### src/rtl/dec_irq_pkg.sv
package dec_irq_pkg;

  typedef enum logic [1:0] {
    SEL_NONE   = 2'd0,
    SEL_STATUS = 2'd1,
    SEL_CTRL   = 2'd2,
    SEL_ENABLE = 2'd3
  } read_sel_e;

  typedef struct packed {
    logic      statusRead;
    logic      ctrlWrite;
    logic      enableWrite;
    read_sel_e readSel;
  } strobe_t;

endpackage

### src/rtl/dec_irq_ctrl.sv
module dec_irq_ctrl
  import dec_irq_pkg::*;
#(
  parameter int ADDR_W      = 2,
  parameter int STATUS_ADDR = 0,
  parameter int CTRL_ADDR   = 1,
  parameter int ENABLE_ADDR = 2
) (
  input  logic              rdEn,
  input  logic              wrEn,
  input  logic [ADDR_W-1:0] addr,
  output strobe_t           strb
);

  localparam logic [ADDR_W-1:0] StatusA = ADDR_W'(STATUS_ADDR);
  localparam logic [ADDR_W-1:0] CtrlA   = ADDR_W'(CTRL_ADDR);
  localparam logic [ADDR_W-1:0] EnableA = ADDR_W'(ENABLE_ADDR);

  always_comb begin
    strb.statusRead  = rdEn && (addr == StatusA);
    strb.ctrlWrite   = wrEn && (addr == CtrlA);
    strb.enableWrite = wrEn && (addr == EnableA);
    strb.readSel     = SEL_NONE;
    if (rdEn) begin
      if (addr == StatusA)      strb.readSel = SEL_STATUS;
      else if (addr == CtrlA)   strb.readSel = SEL_CTRL;
      else if (addr == EnableA) strb.readSel = SEL_ENABLE;
    end
  end

endmodule

### src/rtl/dec_irq_dp.sv
module dec_irq_dp
  import dec_irq_pkg::*;
#(
  parameter int DATA_W        = 8,
  parameter int NUM_ERR       = 3,
  parameter int NUM_LVL       = 2,
  parameter int STATUS_LSB    = 3,
  parameter int PERIPH_EN_BIT = 5,
  parameter int GLOBAL_EN_BIT = 7
) (
  input  logic               clk,
  input  logic               rstN,
  input  strobe_t            strb,
  input  logic [DATA_W-1:0]  wrData,
  input  logic [NUM_ERR-1:0] errPulse,
  input  logic [NUM_LVL-1:0] lvlIn,
  output logic [DATA_W-1:0]  rdData,
  output logic               irq
);

  localparam int NumSrc = NUM_ERR + NUM_LVL;

  logic [NUM_ERR-1:0] errFlags;
  logic [NumSrc-1:0]  maskReg;
  logic               periphEn;
  logic               globalEn;
  logic [NumSrc-1:0]  srcVec;
  logic [DATA_W-1:0]  statusWord;
  logic [DATA_W-1:0]  ctrlWord;
  logic [DATA_W-1:0]  enableWord;

  // Sticky error flags: a read clears, a same-cycle event wins.
  always_ff @(posedge clk or negedge rstN) begin
    if (!rstN) errFlags <= '0;
    else       errFlags <= (strb.statusRead ? '0 : errFlags) | errPulse;
  end

  always_ff @(posedge clk or negedge rstN) begin
    if (!rstN) begin
      maskReg  <= '0;
      periphEn <= 1'b0;
      globalEn <= 1'b0;
    end else begin
      if (strb.ctrlWrite) maskReg <= wrData[NumSrc-1:0];
      if (strb.enableWrite) begin
        periphEn <= wrData[PERIPH_EN_BIT];
        globalEn <= wrData[GLOBAL_EN_BIT];
      end
    end
  end

  assign srcVec = {errFlags, lvlIn};

  always_comb begin
    statusWord = '0;
    statusWord[STATUS_LSB +: NumSrc] = srcVec;
    ctrlWord = '0;
    ctrlWord[NumSrc-1:0] = maskReg;
    enableWord = '0;
    enableWord[PERIPH_EN_BIT] = periphEn;
    enableWord[GLOBAL_EN_BIT] = globalEn;
  end

  always_comb begin
    case (strb.readSel)
      SEL_STATUS: rdData = statusWord;
      SEL_CTRL:   rdData = ctrlWord;
      SEL_ENABLE: rdData = enableWord;
      default:    rdData = '0;
    endcase
  end

  assign irq = (|(srcVec & ~maskReg)) & periphEn & globalEn;

  wire unusedWrBits = ^wrData;

  // without a read, no error flag falls
  assert_flag_sticky_R2: assert property (@(posedge clk) disable iff (!rstN)
    !strb.statusRead |=> ((errFlags & $past(errFlags)) == $past(errFlags)));

  // a read with no new event leaves all error flags clear
  assert_read_clears_R3: assert property (@(posedge clk) disable iff (!rstN)
    (strb.statusRead && errPulse == '0) |=> (errFlags == '0));

  // every event pulse is captured, even under a read
  assert_event_kept_R4: assert property (@(posedge clk) disable iff (!rstN)
    (errPulse != '0) |=> ((errFlags & $past(errPulse)) == $past(errPulse)));

  // reserved low status bits read zero
  assert_status_low_zero_R6: assert property (@(posedge clk) disable iff (!rstN)
    (strb.readSel == SEL_STATUS) |-> (rdData[STATUS_LSB-1:0] == '0));

  // a request needs both enables
  assert_irq_gated_R8: assert property (@(posedge clk) disable iff (!rstN)
    irq |-> (periphEn && globalEn));

endmodule

### src/rtl/dec_irq_status.sv
module dec_irq_status
  import dec_irq_pkg::*;
#(
  parameter int ADDR_W        = 2,
  parameter int DATA_W        = 8,
  parameter int NUM_ERR       = 3,
  parameter int NUM_LVL       = 2,
  parameter int STATUS_LSB    = 3,
  parameter int PERIPH_EN_BIT = 5,
  parameter int GLOBAL_EN_BIT = 7
) (
  input  logic               clk,
  input  logic               rstN,
  input  logic [ADDR_W-1:0]  addr,
  input  logic               rdEn,
  input  logic               wrEn,
  input  logic [DATA_W-1:0]  wrData,
  output logic [DATA_W-1:0]  rdData,
  input  logic [NUM_ERR-1:0] errPulse,
  input  logic               dataReq,
  input  logic               ancAvail,
  output logic               irq
);

  strobe_t strb;

  dec_irq_ctrl #(
    .ADDR_W(ADDR_W)
  ) uCtrl (
    .rdEn (rdEn),
    .wrEn (wrEn),
    .addr (addr),
    .strb (strb)
  );

  dec_irq_dp #(
    .DATA_W       (DATA_W),
    .NUM_ERR      (NUM_ERR),
    .NUM_LVL      (NUM_LVL),
    .STATUS_LSB   (STATUS_LSB),
    .PERIPH_EN_BIT(PERIPH_EN_BIT),
    .GLOBAL_EN_BIT(GLOBAL_EN_BIT)
  ) uDp (
    .clk      (clk),
    .rstN     (rstN),
    .strb     (strb),
    .wrData   (wrData),
    .errPulse (errPulse),
    .lvlIn    ({dataReq, ancAvail}),
    .rdData   (rdData),
    .irq      (irq)
  );

endmodule

### config.mk
export PLATFORM = sky130hd
export DESIGN_NAME = dec_irq_status
export DESIGN_NICKNAME = d
export VERILOG_FILES = /design/src/rtl/dec_irq_pkg.sv /design/src/rtl/dec_irq_ctrl.sv /design/src/rtl/dec_irq_dp.sv /design/src/rtl/dec_irq_status.sv
export SDC_FILE = /design/constraint.sdc
export NUM_CORES = 1
export LEC_CHECK = 0
export BUFFER_PORTS_ARGS = -buffer_cell sky130_fd_sc_hd__buf_4
export CAP_MARGIN = 10
export CORE_MARGIN = 1
export CORE_UTILIZATION = 43
export DETAILED_ROUTE_END_ITERATION = 10
export PLACE_DENSITY = 0.75
export REMOVE_ABC_BUFFERS = 1
export SLEW_MARGIN = 20
export SYNTH_ARGS = -nofsm -noshare
export SYNTH_HDL_FRONTEND = slang
export SYNTH_HIERARCHICAL = 1
export SYNTH_SLANG_ARGS = --single-unit
### constraint.sdc
create_clock -name clk -period 1.3 [get_ports clk]
set_input_delay 0.13 -clock clk [delete_from_list [all_inputs] [get_ports clk]]
set_output_delay 0.13 -clock clk [all_outputs]
set_load 0.005 [all_outputs]
Word level (Yosys, flattened, before mapping)
Index checks and enable logic that the tools add are counted.

Register bits: 10. Input bits: 19.

Bitwise logic cells: 5. Reduce and logical (&&, ||, !) cells: 5. Equality and inequality tests: 5. Mux-type cells: 6.

Operators with widths (number): 8-bit case mux with 3 select lines (1); 2-bit 2-to-1 mux (4); 2-bit == test (second input constant) (3); 5-bit AND (1); 5-bit NOT (1); 5-bit OR reduction (1); 2-bit by 1-bit == test with 1-bit output (second input constant) (2); 1-bit logical AND (3); 3-bit 2-to-1 mux (1); 3-bit OR (1); 1-bit AND (2); 2-bit logical NOT (1).

Logic depth before layout (Yosys ltp)
Depth after elaboration: 7. Gate-level depth with buffers: 6. Depth with buffers taken out: 5.

Hierarchy
The synthesis kept the hierarchy.

By module, submodules not included: dec_irq_dp (area each 491.7 um^2, seq. area each 250.2 um^2, times used 1, cells each 45); dec_irq_ctrl (area each 83.8 um^2, seq. area each 0.0 um^2, times used 1, cells each 10).

Worst setup path before layout
No wires, ideal clock.

Path kind: input to output. From: input addr[0]. To: output rdData[3]. Cell stages on the path: 5. Data arrival time: 0.979 ns. Path slack: 0.191 ns. Buffers on the path: 0. Path through: inv_1 ha_1 and2_1 nor2b_4 a22o_1.

RTL lines: from (decl) (RTL line dec_irq_status.sv:14) `input logic [ADDR_W-1:0] addr,`; to (decl) (RTL line dec_irq_status.sv:18) `output logic [DATA_W-1:0] rdData,`.

Final worst setup path
From: register uDp.maskReg[1]. To: output irq.

Word-level cells in the longest chain between the ends: 5.

RTL lines: from (decl) (RTL line dec_irq_dp.sv:24) `logic [NumSrc-1:0] maskReg;`; from (signal assigned) (RTL line dec_irq_dp.sv:44) `if (strb.ctrlWrite) maskReg <= wrData[NumSrc-1:0];`; 5-bit NOT (RTL line dec_irq_dp.sv:73) `assign irq = (|(srcVec & ~maskReg)) & periphEn & globalEn;`; 5-bit AND (RTL line dec_irq_dp.sv:73); 5-bit OR reduction (RTL line dec_irq_dp.sv:73); 1-bit AND (2 in series) (RTL line dec_irq_dp.sv:73); to (decl) (RTL line dec_irq_status.sv:22) `output logic irq`.

Every way passes these cells.

==> flow_metrics.tcl <==
set metrics [dict create \
    grtUsageTotal 0.221 \
    core-area_um2 1170 \
    die_area_um2 1490 \
    hold_viol 0 \
    reg2regPathDepth 1 \
    violations "negative setup slack" \
    cts_buffers 3 \
    synth.distinct_cells 17 \
    worst_slack_ns -0.102 \
    ys.flop_type "dfrtp_1" \
    io_buffers 26 \
    initial_core_util 0.491 \
    nets 115 \
    worst-path-buf-inv 2 \
    worstHoldEndpoint "uDp/errFlags[2]$_DFF_PN0_" \
    r2r-end "uDp/maskReg[4]$_DFFE_PN0P_" \
    rsz0062_at_grt "yes" \
    hp-class "in2reg" \
    synth_top_area_frac 0.435 \
    cts.sinks 10 \
    worstSkewPairLatency_ns 0.25 \
    antenna_found_initial 0 \
    outcome "finished with violations" \
    diodes 0 \
    synth_cells 55 \
    reg2reg_slack_ns 0.50 \
    cts_tree "built" \
    syn_to_final_growth_pct 53.9 \
    cts.clk_slew.worst_paths_ns 0.06 \
    crit_chain "inv_2, a222oi_1, a31oi_1, buf_4" \
    setup.worst_path.class "reg2out" \
    clock_path_buffers 2 \
    holdCritStartpoint "errPulse[2]" \
    relSlewSlack 0.813 \
    wl_um 1270 \
    fp-row-count 12 \
    slew_viol_final 0 \
    period_needed_ns 1.40 \
    synthArstFlopShare 1.00 \
    ant_nets 0 \
    clock_skew_ns 0 \
    period_share 1.08 \
    cts_root_buf "clkbuf_4" \
    chipWidth_um 38.6 \
    worstPathMaxFanout 2 \
    drt-wirelength-per-cell_um 12.1 \
    final-setup-viol-count 1 \
    grt_pass1_vias 491 \
    yosys.area.top_type "dfrtp_1" \
    ys_seq_area_frac 0.435 \
    drt_first_pass_iters 4 \
    r2r-start "uDp/maskReg[4]$_DFFE_PN0P_" \
    power_leakage_uw 0.000444 \
    drive_gt1_frac 0.505 \
    critPathArrivalTime_ns 1.27 \
    fmax_ghz 0.713 \
    yosys.cell_count.top_type "dfrtp_1" \
    whs_path_depth 2 \
    synthTopCellsByCount "dfrtp_1, and2_1, inv_1" \
    worst_pin_slew_ns 0.281 \
    synth_edf_count 0 \
    grt_max_degree 11 \
    htree_levels 1 \
    grt-ovfl-total 0 \
    critPathLaunchType "flop" \
    required_ns 1.17 \
    num_vias 508 \
    drcViolationCount 0 \
    place_congestion 0.706 \
    path_delay_family "compound AO/OA/AOI/OAI gates" \
    irDropWorstVdd_mv 0.643 \
    cellPowerDensity_nw_per_um2 925 \
    drtIter0Drc 17 \
    ys_seq_elements 10 \
    cp_slowest_cell "dfrtp_1" \
    grt_pass1_wl_um 2090 \
    power_uw 820 \
    placed_cells 98 \
    final_cells 105 \
    ys_top_cells_by_area "dfrtp_1, and2_1, ha_1, nor2b_4, a21o_1" \
    io_pins 28 \
    avgSynthCellArea_um2 10.5 \
    drv_cap 0 \
    cpPeakStageDelay_ns 0.35 \
    dp_hpwl_um 980 \
    synth.cell_area_um2 576 \
    die_y_um 38.6 \
    endpoint_kind "output port" \
    routed_via_density 4.84 \
    yosysWarnings 6 \
]
-- flip-flops by register name, indices dropped and copies added (netlist names) --
signal / flops
uDp/errFlags: 3
uDp/periphEn: 1
uDp/maskReg: 5
uDp/globalEn: 1
-- timing repair --
item	CTS	global route
setup endpoints to repair	6	4
hold endpoints to repair	10	0
setup buffers	3	0
pin swaps	5	2
gates resized for setup	2	5
hold buffers	1	0
-- cells in the final DEF, fill, tap and decap left out, types with 2 or more instances in the layout --
cell type,synthesis,layout
dfrtp_1,10,10
nand2_1,4,4
nand2b_1,2,2
mux2i_1,2,2
inv_2,0,3
a22o_1,2,2
nor2b_1,3,2
a21o_1,3,3
mux2_2,2,2
buf_4,0,33
o21ai_0,3,3
mux2_1,2,2
ha_1,3,2
and2_1,8,7
inv_1,6,3
nor2b_4,2,2
clkbuf_4,0,3
-- final cells by class --
class	count	area [um2]
multi-input cells	38	315
fillers	83	285
repair buffers	34	258
flip-flops and latches	10	250
clock buffers	3	22.5
inverters	6	22.5
well taps	14	17.5
-- how the worst max path moves through the flow --
stage                                    start   endpoint  slack [ns]  depth (start not counted)
floorplan                              addr[0]  rdData[3]        0.19                          5
global placement                       addr[1]  rdData[4]       -0.05                          7
detailed placement                     addr[0]  rdData[4]       -0.06                          7
CTS                 uDp/maskReg[1]$_DFFE_PN0P_        irq       -0.08                          4
global route        uDp/maskReg[1]$_DFFE_PN0P_        irq       -0.19                          4
finish              uDp/maskReg[1]$_DFFE_PN0P_        irq       -0.10                          4
-- where the power goes --
group          leakage [uW]  internal [uW]  switching, uW  total [uW]
Combinational      0.000318            149           87.6         236
Sequential         0.000113            356           31.4         387
Clock             0.0000138            106           90.3         196
Total              0.000444            610            209         820
-- metrics by stage --
step           instance area [um2]  TNS, ns  setup slack, ns   util  hold WS, ns
4_1_cts                        871  -0.0848          -0.0848  0.744       0.0393
6_report                       886   -0.102           -0.102  0.756       0.0506
3_3_place_gp                   813   -0.106          -0.0543  0.694      -0.0379
2_1_floorplan                  571        0            0.191      -       -0.166
3_5_place_dp                   813   -0.143          -0.0607  0.694      -0.0381
5_1_grt                        886   -0.188           -0.188  0.756       0.0489
-- logic make-up (layout without fill, tap and decap cells) --
group	Yosys count	in the layout	synth area share
AND/OR/NAND/NOR	19	19	0.215
AO/OA/AOI/OAI	10	10	0.124
adder cells (fa/ha/maj)	3	3	0.0652
buffers and inverters	7	43	0.0478
multiplexers	6	6	0.113
flip-flops	10	10	0.435
-- routing by layer --
layer / vias to the layer above / track usage / share of wire
li1: 256 / - / -
met2: 20 / 0.317 / 0.48
met1: 230 / 0.287 / 0.45
met3: 2 / 0.0462 / 0.058
met5: - / 0 / 0
met4: 0 / 0.172 / 0.0079
No activity file was read; power rests on OpenSTA's default activity.
